**config.mk**
```make
export PLATFORM = sky130hd
export DESIGN_NAME = pwm_gate_ctrl
export DESIGN_NICKNAME = d
export VERILOG_FILES = /design/src/rtl/pwm_gate_pkg.sv /design/src/rtl/pwm_period_timer.sv /design/src/rtl/pwm_setting_stage.sv /design/src/rtl/pwm_fault_hold.sv /design/src/rtl/pwm_gate_ctrl.sv
export SDC_FILE = /design/constraint.sdc
export NUM_CORES = 1
export LEC_CHECK = 0
export ABC_CLOCK_PERIOD_IN_PS = 3200
export BUFFER_PORTS_ARGS = -buffer_cell sky130_fd_sc_hd__buf_2
export CAP_MARGIN = 10
export CORE_ASPECT_RATIO = 1.5
export CORE_MARGIN = 2
export CORE_UTILIZATION = 55
export DETAILED_ROUTE_END_ITERATION = 12
export HOLD_SLACK_MARGIN = 0.06
export PLACE_DENSITY = 0.72
export SLEW_MARGIN = 10
export SYNTH_ARGS = -nofsm -noshare
export SYNTH_HDL_FRONTEND = slang
export SYNTH_SLANG_ARGS = --single-unit
```
**constraint.sdc**
```tcl
create_clock -name clk -period 3.2 [get_ports clk]
set_clock_uncertainty 0.05 [all_clocks]
set_input_delay 0.64 -clock clk [delete_from_list [all_inputs] [get_ports clk]]
set_output_delay 0.64 -clock clk [all_outputs]
set_load 0.02 [all_outputs]
```
**src/rtl/pwm_gate_pkg.sv**
```systemverilog
package pwm_gate_pkg;
  localparam int DUTY_W = 7;
  localparam int CODE_W = 3;
  localparam int SLOTS  = 100;
  localparam int IDX_W  = $clog2(SLOTS);

  // Clamp a duty count to the slot count (full-on).
  function automatic logic [DUTY_W-1:0] clamp_duty(input logic [DUTY_W-1:0] d);
    return (d > DUTY_W'(SLOTS)) ? DUTY_W'(SLOTS) : d;
  endfunction
endpackage

```
**src/rtl/pwm_period_timer.sv**
```systemverilog
module pwm_period_timer
  import pwm_gate_pkg::*;
#(
  parameter int LEN_W = 8
) (
  input  logic             clk,
  input  logic             rst,
  input  logic             mode_en,
  input  logic [LEN_W-1:0] slot_len,
  output logic [IDX_W-1:0] slot_idx,
  output logic             started,
  output logic             period_start
);
  logic [LEN_W-1:0] tick_cnt;
  logic             slot_end;

  always_comb begin
    slot_end     = (tick_cnt == slot_len - LEN_W'(1));
    period_start = mode_en && (!started || (slot_end && slot_idx == IDX_W'(SLOTS - 1)));
  end

  always_ff @(posedge clk) begin
    if (rst || !mode_en) begin
      tick_cnt <= '0;
      slot_idx <= '0;
      started  <= 1'b0;
    end else if (period_start) begin
      tick_cnt <= '0;
      slot_idx <= '0;
      started  <= 1'b1;
    end else if (slot_end) begin
      tick_cnt <= '0;
      slot_idx <= slot_idx + IDX_W'(1);
    end else begin
      tick_cnt <= tick_cnt + LEN_W'(1);
    end
  end
endmodule

```
**src/rtl/pwm_setting_stage.sv**
```systemverilog
module pwm_setting_stage
  import pwm_gate_pkg::*;
(
  input  logic              clk,
  input  logic              rst,
  input  logic              wr_en,
  input  logic [DUTY_W-1:0] duty_in,
  input  logic [CODE_W-1:0] freq_code,
  input  logic              run_req,
  input  logic              period_start,
  output logic [DUTY_W-1:0] act_duty,
  output logic [CODE_W-1:0] act_code,
  output logic              act_run
);
  logic [DUTY_W-1:0] sh_duty;
  logic [CODE_W-1:0] sh_code;

  always_ff @(posedge clk) begin
    if (rst) begin
      sh_duty  <= '0;
      sh_code  <= '0;
      act_duty <= '0;
      act_code <= '0;
      act_run  <= 1'b0;
    end else begin
      if (wr_en) begin
        sh_duty <= duty_in;
        sh_code <= freq_code;
      end
      if (period_start) begin
        act_duty <= clamp_duty(wr_en ? duty_in : sh_duty);
        act_code <= wr_en ? freq_code : sh_code;
        act_run  <= run_req;
      end
    end
  end
endmodule

```
**src/rtl/pwm_fault_hold.sv**
```systemverilog
module pwm_fault_hold #(
  parameter int INHIBIT_LEN = 1200
) (
  input  logic clk,
  input  logic rst,
  input  logic fault_trip,
  input  logic period_start,
  output logic blk,
  output logic inh_busy
);
  localparam int INH_W = $clog2(INHIBIT_LEN + 1);

  logic [INH_W-1:0] inh_cnt;

  always_comb inh_busy = (inh_cnt != '0);

  always_ff @(posedge clk) begin
    if (rst) begin
      inh_cnt <= '0;
      blk     <= 1'b0;
    end else if (fault_trip) begin
      inh_cnt <= INH_W'(INHIBIT_LEN);
      blk     <= 1'b1;
    end else begin
      if (inh_busy) inh_cnt <= inh_cnt - INH_W'(1);
      if (period_start && !inh_busy) blk <= 1'b0;
    end
  end
endmodule

```
**src/rtl/pwm_gate_ctrl.sv**
```systemverilog
module pwm_gate_ctrl
  import pwm_gate_pkg::*;
#(
  parameter int SLOT_UNIT   = 10,
  parameter int INHIBIT_LEN = 1200
) (
  input  logic              clk,
  input  logic              rst,
  input  logic              mode_en,
  input  logic              wr_en,
  input  logic [DUTY_W-1:0] duty_in,
  input  logic [CODE_W-1:0] freq_code,
  input  logic              run_pin,
  input  logic              run_ser,
  input  logic              fault_trip,
  output logic              gate_out
);
  localparam int MAX_LEN = SLOT_UNIT * (2 ** ((2 ** CODE_W) - 1));
  localparam int LEN_W   = $clog2(MAX_LEN + 1);

  logic [DUTY_W-1:0] act_duty;
  logic [CODE_W-1:0] act_code;
  logic              act_run;
  logic [IDX_W-1:0]  slot_idx;
  logic              started;
  logic              period_start;
  logic              blk;
  logic              inh_busy;
  logic [LEN_W-1:0]  slot_len;

  always_comb slot_len = LEN_W'(SLOT_UNIT) << act_code;

  pwm_period_timer #(.LEN_W(LEN_W)) u_timer (
    .clk(clk), .rst(rst), .mode_en(mode_en), .slot_len(slot_len),
    .slot_idx(slot_idx), .started(started), .period_start(period_start)
  );

  pwm_setting_stage u_stage (
    .clk(clk), .rst(rst), .wr_en(wr_en), .duty_in(duty_in),
    .freq_code(freq_code), .run_req(run_pin | run_ser),
    .period_start(period_start), .act_duty(act_duty),
    .act_code(act_code), .act_run(act_run)
  );

  pwm_fault_hold #(.INHIBIT_LEN(INHIBIT_LEN)) u_fault (
    .clk(clk), .rst(rst), .fault_trip(fault_trip),
    .period_start(period_start), .blk(blk), .inh_busy(inh_busy)
  );

  always_ff @(posedge clk) begin
    if (rst) gate_out <= 1'b0;
    else     gate_out <= mode_en && started && act_run && !blk &&
                         ({1'b0, slot_idx} < act_duty);
  end
endmodule

```
==> results of run 1 <==
flip-flops by register name, indices dropped and copies added (netlist names):
name	flops
u_stage.act_run	1
u_stage.sh_code	3
u_timer.tick_cnt	11
u_stage.sh_duty	7
u_fault.blk	1
u_stage.act_duty	7
gate_out	1
u_timer.started	1
u_timer.slot_idx	7
u_stage.act_code	3
u_fault.inh_cnt	11
cells by family (layout without fill, tap and decap cells):
kind of cell	after synthesis	in the layout	share of synthesized area [%]
and+or+nand+nor	160	160	27.7
AOI/OAI and AO/OA	77	77	17.8
muxes	10	10	3.55
buffers and inverters	36	47	5.36
DFF	53	53	35.8
adders and majority gates	10	10	4.22
xor gates and xnor gates	19	19	5.62
power breakdown:
group	internal, mW	leakage, nW	switching, mW
registers	0.693	0.433	0.0287
logic	0.0939	0.655	0.133
clock network	0.155	0.0374	0.228
total	0.941	1.13	0.389
layer usage:
metal,routed length [µm],global-route usage (%),vias up
li1,-,-,1333
met1,2700,26.9,1221
met2,3450,43.8,42
met3,160,3.36,15
met4,180,10.9,0
met5,0,0,-
cells in the mapped netlist (all sizes together), types with 7 or more instances:
| cell type | instances | area share (%) |
|---|---|---|
| a31oi | 8 | 1.7 |
| xor2 | 10 | 3.0 |
| nor2 | 48 | 6.2 |
| nand3 | 23 | 3.9 |
| dfxtp | 53 | 36 |
| o21ai | 16 | 2.7 |
| or4 | 9 | 2.3 |
| nand2 | 27 | 3.4 |
| nor3 | 12 | 2.0 |
| xnor2 | 9 | 2.7 |
| clkbuf | 13 | 1.6 |
| ha | 10 | 4.2 |
| inv | 17 | 2.2 |
| a21oi | 17 | 2.9 |
| o211ai | 7 | 1.8 |
how the worst max path moves through the flow:
stage                          end  cells after the start
2_1_floorplan      u_stage.act_run                     11
3_3_place_gp   u_timer.slot_idx[4]                      9
3_5_place_dp   u_timer.slot_idx[3]                      9
4_1_cts        u_timer.slot_idx[3]                      9
5_1_grt        u_timer.slot_idx[4]                      9
6_report       u_timer.slot_idx[4]                      9
layout make-up:
class                           instances  area share, %
Clock buffer                            6           2.29
Tap cell                               68           2.69
Inverter                               17           2.02
Timing Repair Buffer                   22           3.88
Sequential cell                        53           33.5
Multi-Input combinational cell        276           55.1
Clock inverter                          2          0.475
worst max-delay path, stage by stage (launching register included):
cell and delay, ps:
dfxtp_1 590, inv_1 140, nand2_1 90, ha_1 200, xnor2_1 170, o211ai_1 150
a311oi_2 320, nand3b_1 320, or4_1 550, a21oi_1 140
==> run summary, run 1 <==
Hold/Removal Path Class: register to register
Crit path DAT: 2980 ps
Critical Path Start: u_stage.act_code[0]
Status: complete, no violations
R2r endpoint: u_timer.slot_idx[4]
Clock net sink count: 53
Total CTS buffers: 5
Slew headroom: 27.7%
Max_cap viols: 0
First DRT Iteration DRCs: 142
Clock transition at path regs: 90 ps
DRC viols: 0
Setup Viol. Count Final: 0
Placed insts: 436
Number of nets in the layout: 402
Multi-input logic area: 1740 µm²
IO Pins: 18
Place WS: 424 ps
Hold Startpoint: u_stage.act_run
CORE AREA: 5160 µm²
Commonest non-fill, non-tap cells in the layout: dfxtp_1, nor2_1, nand2_1, nand3_1
Utilization after layout: 61.2%
Share of cells above drive strength 1: 11.2%
GRT Total Usage: 23.9%
Vias: 2611
Post-DR vias/cell: 5.88
Worst hold path depth: 2
Port bufs: 17
Max VDD drop: 304 µV
Startpoint types: register
Fin worst setup slack: 409 ps
Most common flop cell mapped by yosys: dfxtp_1
Total Power: 1.33 mW
Sum Neg Setup Slack: 0 ps
Post-synth ARST share: 0%
Routed Antenna Nets: 0
Synth unique cells: 55
Worst r2r path cells: 9
Pwr Density: 421 nW/µm²
Die area: 6000 µm²
Root buf cell: clkbuf_8
Largest net degree at the start of global routing: 41
RSZ-0062 raised after global routing: false
Post-synth EDFFs: 0
Final Cycle Share: 87.2%
Leakage: 1.13 nW
GPL Wtd Cong: 0.892
Clk_lat worst skew: 310 ps
Area Growth Syn to Fin: 6.76%
Die height: 93.9 µm
R2R Path Start: u_stage.act_code[0]
Design Area, Final: 3160 µm²
# diodes: 0
Initial Util: 57.4%
1st-pass router iterations: 4
Hold EP: gate_out
Syn Area/Cell: 8.12 µm²
Row cnt: 32
Setup crit end kind: register
CTS Buffer Depth: 2
CTS Hold Bufs: 0
Ys Warns: 0
Final Slew Violations: 0
CTS tree: done
Post-route insts no fill: 444
DP Area: 3080 µm²
WHS: 436 ps
CP Max Fanout: 15
Final WL: 6.50 mm
Post-CTS sizing: 0
Sequential cell area: 1060 µm²
Setup CP Type: register to register
H-tree depth: 2
Most common cell after layout, fill and taps aside: dfxtp_1
Syn_nets: 392
Avg WL per Cell: 14.6 µm
Setup Buffers After CTS: 0
Sequential share of the synthesized area: 35.8%
CP Data Required Time: 3390 ps
#FFs+latches synth: 53
Vias in the first global route: 2525
Initial antenna violation count: 0
Slew of the pin with the lowest slew margin: 1080 ps
Netlist Area Pre-Place: 2960 µm²
FMAX: 0.358 GHz
Placed wire-length estimate: 4.78 mm
Final-report hold violation count: 0
Post-layout min period: 2790 ps
First-pass GRT wire length: 11.5 mm
Post-synthesis cell count: 365
Flop-to-flop setup slack: 410 ps
Die width: 63.9 µm
Grt total ovfl: 0
Fillers: 470
Note: power is estimated with default switching activity, not from simulation.
==> inputs of run 2 (changes only) <==
--- a/config.mk
+++ b/config.mk
@@ -14,6 +14,8 @@
 export DETAILED_ROUTE_END_ITERATION = 12
 export HOLD_SLACK_MARGIN = 0.06
 export PLACE_DENSITY = 0.72
+export RECOVER_POWER = 50
+export SETUP_SLACK_MARGIN = 0.3
 export SLEW_MARGIN = 10
 export SYNTH_ARGS = -nofsm -noshare
 export SYNTH_HDL_FRONTEND = slang
==> run 2 against run 1 <==
Count of clock-buffer cells in the layout unchanged; sequential cell count unchanged; die area unchanged; sequential share of layout area grew 0.053 points; fmax increased by 7.1%; register-to-register slack improved by 180 ps; non-clock buffer count is 1 higher; clock power about the same; global-route usage is the same; sequential power is essentially flat; cell count up 0.23%; via count up 0.65%; largest cell class unchanged.
==> run summary, run 2 (synthesized netlist as in run 1, its figures left out) <==
Status: complete, no violations (unchanged)
Utilization after layout: 61.2% (about the same)
Vias: 2628 (was 2611)
CTS Hold Bufs: 0 (unchanged)
Slew headroom: 29.4% (was 27.7%)
Met2 Routed Length: 3.51 mm (was 3.45 mm)
R2R Path Start: u_stage.act_code[2] (was u_stage.act_code[0])
Total Power: 1.33 mW (about the same)
Metal-1 WL: 2.68 mm (was 2.70 mm)
Final Cycle Share: 81.5% (was 87.2%)
Final WL: 6.56 mm (was 6.50 mm)
Worst hold path depth: 2 (unchanged)
Crit-path cells: nor2_1 > nand2_1 > ha_1 > xor2_1 > o211ai_1 > a311oi_1 > nand3b_1 > buf_4 > or4_1 > a21oi_1 (was inv_1 > nand2_1 > ha_1 > xnor2_1 > o211ai_1 > a311oi_2 > nand3b_1 > or4_1 > a21oi_1)
Clock group share of total power: 28.9% (was 28.7%)
Row cnt: 32 (unchanged)
Crit path DAT: 2800 ps (was 2980 ps)
R2r endpoint: u_timer.slot_idx[4] (unchanged)
RSZ-0062 raised after global routing: false (unchanged)
CTS Buffer Depth: 2 (unchanged)
Setup crit end kind: register (unchanged)
Final Slew Violations: 0 (unchanged)
Clock transition at path regs: 100 ps (was 90 ps)
Hold/Removal Path Class: register to register (unchanged)
Clock net sink count: 53 (unchanged)
Setup CP Type: register to register (unchanged)
Sequential power share: 54.2% (about the same)
Worst r2r path cells: 10 (was 9)
Largest stage delay, worst path: 460 ps (was 590 ps)
Setup Viol. Count Final: 0 (unchanged)
Largest regs: u_fault.inh_cnt x11, u_timer.tick_cnt x11 (unchanged)
Fillers: 475 (was 470)
IO Pins: 18 (unchanged)
Sequential cell area: 1060 µm² (about the same)
Pwr Density: 421 nW/µm² (about the same)
Slowest CP cell: or4_1 (was dfxtp_1)
H-tree depth: 2 (unchanged)
CP Data Required Time: 3390 ps (about the same)
CP top delay family: simple AND/OR/NAND/NOR gates (unchanged)
WL met3: 215 µm (was 160 µm)
Multi-input logic area: 1740 µm² (about the same)
# diodes: 0 (unchanged)
FMAX: 0.384 GHz (was 0.358 GHz)
Top sig layer: met4 (unchanged)
GPL Wtd Cong: 0.892 (unchanged)
Avg WL per Cell: 14.7 µm (was 14.6 µm)
Max_cap viols: 0 (unchanged)
Post-layout min period: 2610 ps (was 2790 ps)
Grt total ovfl: 0 (unchanged)
Area Growth Syn to Fin: 6.71% (was 6.76%)
Startpoint types: register (unchanged)
CORE AREA: 5160 µm² (unchanged)
Post-DR vias/cell: 5.91 (was 5.88)
Hold EP: gate_out (unchanged)
Most common cell after layout, fill and taps aside: dfxtp_1 (unchanged)
Total CTS buffers: 5 (unchanged)
CP Max Fanout: 12 (was 15)
DRC viols: 0 (unchanged)
First-pass GRT wire length: 11.5 mm (unchanged)
Max VDD drop: 305 µV (was 304 µV)
Hold Startpoint: u_stage.act_run (unchanged)
Switch share: 29.4% (was 29.2%)
Initial Util: 57.4% (unchanged)
Die width: 63.9 µm (unchanged)
Number of nets in the layout: 403 (was 402)
Die height: 93.9 µm (unchanged)
Final-report hold violation count: 0 (unchanged)
CTS tree: done (unchanged)
P_int: 0.940 mW (was 0.941 mW)
Initial antenna violation count: 0 (unchanged)
Sum Neg Setup Slack: 0 ps (unchanged)
Leakage: 1.12 nW (was 1.13 nW)
Share of cells above drive strength 1: 9.55% (was 11.2%)
Commonest non-fill, non-tap cells in the layout: dfxtp_1, nor2_1, nand2_1, nand3_1 (unchanged)
Net Switching: 0.391 mW (was 0.389 mW)
Crit path buf inv count: 1 (unchanged)
Port bufs: 17 (unchanged)
Root buf cell: clkbuf_8 (unchanged)
First DRT Iteration DRCs: 113 (was 142)
Placed wire-length estimate: 4.78 mm (unchanged)
Flop-to-flop setup slack: 590 ps (was 410 ps)
Slew of the pin with the lowest slew margin: 1060 ps (was 1080 ps)
Routed Antenna Nets: 0 (unchanged)
Combinational Power Share: 16.9% (was 17.0%)
Vias in the first global route: 2525 (unchanged)
Die area: 6000 µm² (unchanged)
GRT Total Usage: 23.9% (unchanged)
Largest net degree at the start of global routing: 41 (unchanged)
Clk_lat worst skew: 310 ps (about the same)
1st-pass router iterations: 4 (unchanged)
-- run 2: changes by cell type in the layout (fill, tap and decap cells not counted) --
cell	delta
a311oi_1	+1
a311oi_2	-1
and2_0	+1
and2_1	-1
buf_2	-3
buf_4	+1
clkbuf_1	+3
dfxtp_1	-1
dfxtp_2	+1
mux2_1	+4
mux2_2	-4
-- run 2: tightest hold or removal path, cell delays in order (launching register included) --
cell and delay, ps:
dfxtp_1 330, nand4_1 70, a31oi_1 50
-- run 2: per-layer routing --
metal  GRT usage (%)  vias to the layer above
met5               0                        -
met1            26.9                     1226
li1                -                     1331
met2            43.8                       58
met3            3.36                       13
met4            10.9                        0
-- run 2: stage by stage --
stage / cell area [µm²] / hold slack, ps / cells / worst slack (ps)
after floorplan: 2960 / 386 / 365 / 667
after detailed placement: 3080 / 425 / 436 / 424
after global placement: 3080 / 413 / 436 / 486
after global routing: 3160 / 473 / 445 / 278
final: 3160 / 436 / 445 / 594
after CTS: 3160 / 439 / 444 / 391
-- run 2: final cells by class --
type / instances / share of cell area [%]
clock inverters: 2 / 0.475
clock buffers: 6 / 2.30
repair buffers: 23 / 4.00
multi-input cells: 276 / 54.9
inverters: 17 / 2.02
well taps: 68 / 2.69
flip-flops and latches: 53 / 33.6
-- run 2: power by group through the flow --
stage	Combinational, mW	Clock [mW]	Sequential [mW]
floorplan	0.184	0	0.728
global placement	0.221	0	0.735
detailed placement	0.226	0	0.737
CTS	0.228	0.391	0.721
global route	0.256	0.409	0.727
finish	0.225	0.384	0.721
-- run 2: worst max path at each step --
stage	slack [ps]	cells after the start	to	startpoint
floorplan	670	11	u_stage.act_run	u_stage.act_code[2]
global route	280	10	u_timer.slot_idx[4]	u_stage.act_code[2]
finish	590	10	u_timer.slot_idx[4]	u_stage.act_code[2]
CTS	390	9	u_timer.slot_idx[3]	u_stage.act_code[0]
global placement	490	9	u_timer.slot_idx[4]	u_stage.act_code[0]
detailed placement	420	9	u_timer.slot_idx[3]	u_stage.act_code[0]
-- run 2: repair_timing --
action	4_1_cts	5_1_grt
resized for setup	0	1
buffers inserted	0	1
setup endpoints to repair	0	28
==> inputs of run 3 (changes only) <==
--- a/config.mk
+++ b/config.mk
@@ -5,7 +5,7 @@
 export SDC_FILE = /design/constraint.sdc
 export NUM_CORES = 1
 export LEC_CHECK = 0
-export ABC_CLOCK_PERIOD_IN_PS = 3200
+export ABC_CLOCK_PERIOD_IN_PS = 2200
 export BUFFER_PORTS_ARGS = -buffer_cell sky130_fd_sc_hd__buf_2
 export CAP_MARGIN = 10
 export CORE_ASPECT_RATIO = 1.5
@@ -13,7 +13,7 @@
 export CORE_UTILIZATION = 55
 export DETAILED_ROUTE_END_ITERATION = 12
 export HOLD_SLACK_MARGIN = 0.06
-export PLACE_DENSITY = 0.72
+export PLACE_DENSITY = 0.75
 export RECOVER_POWER = 50
 export SETUP_SLACK_MARGIN = 0.3
 export SLEW_MARGIN = 10
==> constraint.sdc (replaced) <==
create_clock -name clk -period 2.2 [get_ports clk]
set_clock_uncertainty 0.05 [all_clocks]
set_input_delay 0.44 -clock clk [delete_from_list [all_inputs] [get_ports clk]]
set_output_delay 0.44 -clock clk [all_outputs]
set_load 0.02 [all_outputs]
==> run 3 against run 2 <==
The run now ends with setup timing left; critical path depth fell by 2; largest power group unchanged; critical endpoint is now u_timer.slot_idx[5]; first-iteration DRC count rose by 49%; worst hold slack worse by 90 ps; fmax grew 7.7%; setup slack lost 810 ps; combinational power up 94%; clock power increased by 100%; routed wire length up 8.7%.
==> run summary, run 3 (synthesized netlist as in run 1, its figures left out) <==
Status: finished with violations (was complete, no violations)
Failing checks: setup timing
Design Area, Final: 3580 µm² (was 3160 µm²)
Avg WL per Cell: 15.1 µm (was 14.7 µm)
Max_cap viols: 0 (unchanged)
Sum Neg Setup Slack: -2820 ps (was 0 ps)
Most common cell after layout, fill and taps aside: dfxtp_1 (unchanged)
Hold EP: u_fault.inh_cnt[10] (was gate_out)
Clock group share of total power: 34.3% (was 28.9%)
FMAX: 0.413 GHz (was 0.384 GHz)
Row cnt: 32 (unchanged)
Clock net sink count: 53 (unchanged)
Fillers: 433 (was 475)
Final-report hold violation count: 0 (unchanged)
Die width: 63.9 µm (unchanged)
Number of nets in the layout: 429 (was 403)
Flop-to-flop setup slack: -220 ps (was 590 ps)
R2r endpoint: u_timer.slot_idx[5] (was u_timer.slot_idx[4])
R2R Path Start: u_stage.act_code[0] (was u_stage.act_code[2])
Hold/Removal Path Class: input port to register (was register to register)
Die area: 6000 µm² (unchanged)
Place WS: -147 ps (was 424 ps)
CTS tree: done (unchanged)
CP Max Fanout: 12 (unchanged)
Largest regs: u_fault.inh_cnt x11, u_timer.tick_cnt x11 (unchanged)
# diodes: 0 (unchanged)
GRT Total Usage: 25.4% (was 23.9%)
Setup CP Type: register to register (unchanged)
Placed insts: 460 (was 436)
Slowest CP cell: dfxtp_1 (was or4_1)
Critical Path Start: u_stage.act_code[0] (was u_stage.act_code[2])
Met2 Routed Length: 4.01 mm (was 3.51 mm)
Crit-path cells: buf_4 > nor4bb_1 > a31oi_1 > a311oi_2 > nand3b_1 > buf_6 > nor4_4 > mux2i_1 (was nor2_1 > nand2_1 > ha_1 > xor2_1 > o211ai_1 > a311oi_1 > nand3b_1 > buf_4 > or4_1 > a21oi_1)
Slew of the pin with the lowest slew margin: 823 ps (was 1060 ps)
WL met3: 172 µm (was 215 µm)
Post-route insts no fill: 471 (was 445)
RSZ-0062 raised after global routing: true (was false)
Clk_lat worst skew: 310 ps (about the same)
Initial antenna violation count: 0 (unchanged)
Net Switching: 0.599 mW (was 0.391 mW)
Port bufs: 17 (unchanged)
Post-layout min period: 2420 ps (was 2610 ps)
Placed wire-length estimate: 5.14 mm (was 4.78 mm)
Leakage: 1.33 nW (was 1.12 nW)
First DRT Iteration DRCs: 168 (was 113)
Final Slew Violations: 0 (unchanged)
Largest net degree at the start of global routing: 27 (was 41)
Multi-input logic area: 1880 µm² (was 1740 µm²)
Vias in the first global route: 2785 (was 2525)
CORE AREA: 5160 µm² (unchanged)
Max VDD drop: 397 µV (was 305 µV)
WHS: 346 ps (was 436 ps)
Crit path buf inv count: 2 (was 1)
Top sig layer: met4 (unchanged)
Final WL: 7.13 mm (was 6.56 mm)
Post-DR vias/cell: 5.86 (was 5.91)
CP Data Required Time: 2380 ps (was 3390 ps)
Area Growth Syn to Fin: 21.0% (was 6.71%)
Hold Startpoint: fault_trip (was u_stage.act_run)
Die height: 93.9 µm (unchanged)
CP top delay family: simple AND/OR/NAND/NOR gates (unchanged)
Total Power: 2.26 mW (was 1.33 mW)
P_int: 1.67 mW (was 0.940 mW)
Utilization after layout: 69.4% (was 61.2%)
Setup Viol. Count Final: 28 (was 0)
Clock transition at path regs: 100 ps (about the same)
Largest stage delay, worst path: 400 ps (was 460 ps)
Total CTS buffers: 5 (unchanged)
Crit path DAT: 2600 ps (was 2800 ps)
Setup crit end kind: register (unchanged)
Grt total ovfl: 0 (unchanged)
Sequential cell area: 1060 µm² (about the same)
Slew headroom: 45.1% (was 29.4%)
Worst hold path depth: 3 (was 2)
Pwr Density: 632 nW/µm² (was 421 nW/µm²)
Root buf cell: clkbuf_8 (unchanged)
Startpoint types: register (unchanged)
IO Pins: 18 (unchanged)
CTS Buffer Depth: 2 (unchanged)
Sequential power share: 46.4% (was 54.2%)
Switch share: 26.4% (was 29.4%)
DP Area: 3340 µm² (was 3080 µm²)
DRC viols: 0 (unchanged)
GPL Wtd Cong: 0.834 (was 0.892)
Combinational Power Share: 19.2% (was 16.9%)
Metal-1 WL: 2.78 mm (was 2.68 mm)
Worst r2r path cells: 8 (was 10)
Routed Antenna Nets: 0 (unchanged)
First-pass GRT wire length: 12.1 mm (was 11.5 mm)
Fin worst setup slack: -220 ps (was 594 ps)
Commonest non-fill, non-tap cells in the layout: dfxtp_1, nor2_1, nand2_1, buf_4, nand3_1 (was dfxtp_1, nor2_1, nand2_1, nand3_1)
Final Cycle Share: 110% (was 81.5%)
H-tree depth: 2 (unchanged)
1st-pass router iterations: 4 (unchanged)
Initial Util: 57.4% (unchanged)
Vias: 2759 (was 2628)
Share of cells above drive strength 1: 20.6% (was 9.55%)
run 3: how the worst max path moves through the flow:
stage / depth (start not counted) / slack (ps) / to
after CTS: 10 / -160 / u_timer.slot_idx[5]
after detailed placement: 10 / -150 / u_timer.slot_idx[5]
after global routing: 10 / -380 / u_timer.slot_idx[5]
final: 8 / -220 / u_timer.slot_idx[5]
after floorplan: 11 / -170 / u_stage.act_code[2]
after global placement: 10 / -100 / u_timer.slot_idx[5]
run 3: power by group through the flow:
stage                     clock network, mW  registers, mW  logic, mW
after global routing                  0.827           1.06      0.485
after CTS                             0.791           1.05      0.425
after floorplan                           0           1.06      0.287
after global placement                    0           1.06      0.402
after detailed placement                  0           1.07      0.412
final                                 0.777           1.05      0.436
run 3: metal layers:
layer | global-route usage (%) | vias up
met1 | 25.3 | 1304
met4 | 10.1 | 0
met2 | 50.4 | 50
met3 | 4.08 | 18
met5 | 0 | -
li1 | - | 1387
run 3: area by class of cell:
cell class,instances,share of cell area [%]
Clock buffer,5,1.92
Inverter,17,1.78
Sequential cell,53,29.7
Clock inverter,3,1.82
Timing Repair Buffer,49,9.98
Multi-Input combinational cell,276,52.4
Tap cell,68,2.37
run 3: what timing repair did:
item,CTS,global route
endpoints found under the setup margin,30,34
pin swaps,5,3
buffers inserted,3,0
resized for setup,13,11
endpoints found under the hold margin,0,0
hold buffers,0,0
run 3: tightest hold or removal path, delay by kind of cell:
kind,cells,cell delay [ps]
compound gates,1,40
buf+inv,1,110
simple gates,1,70
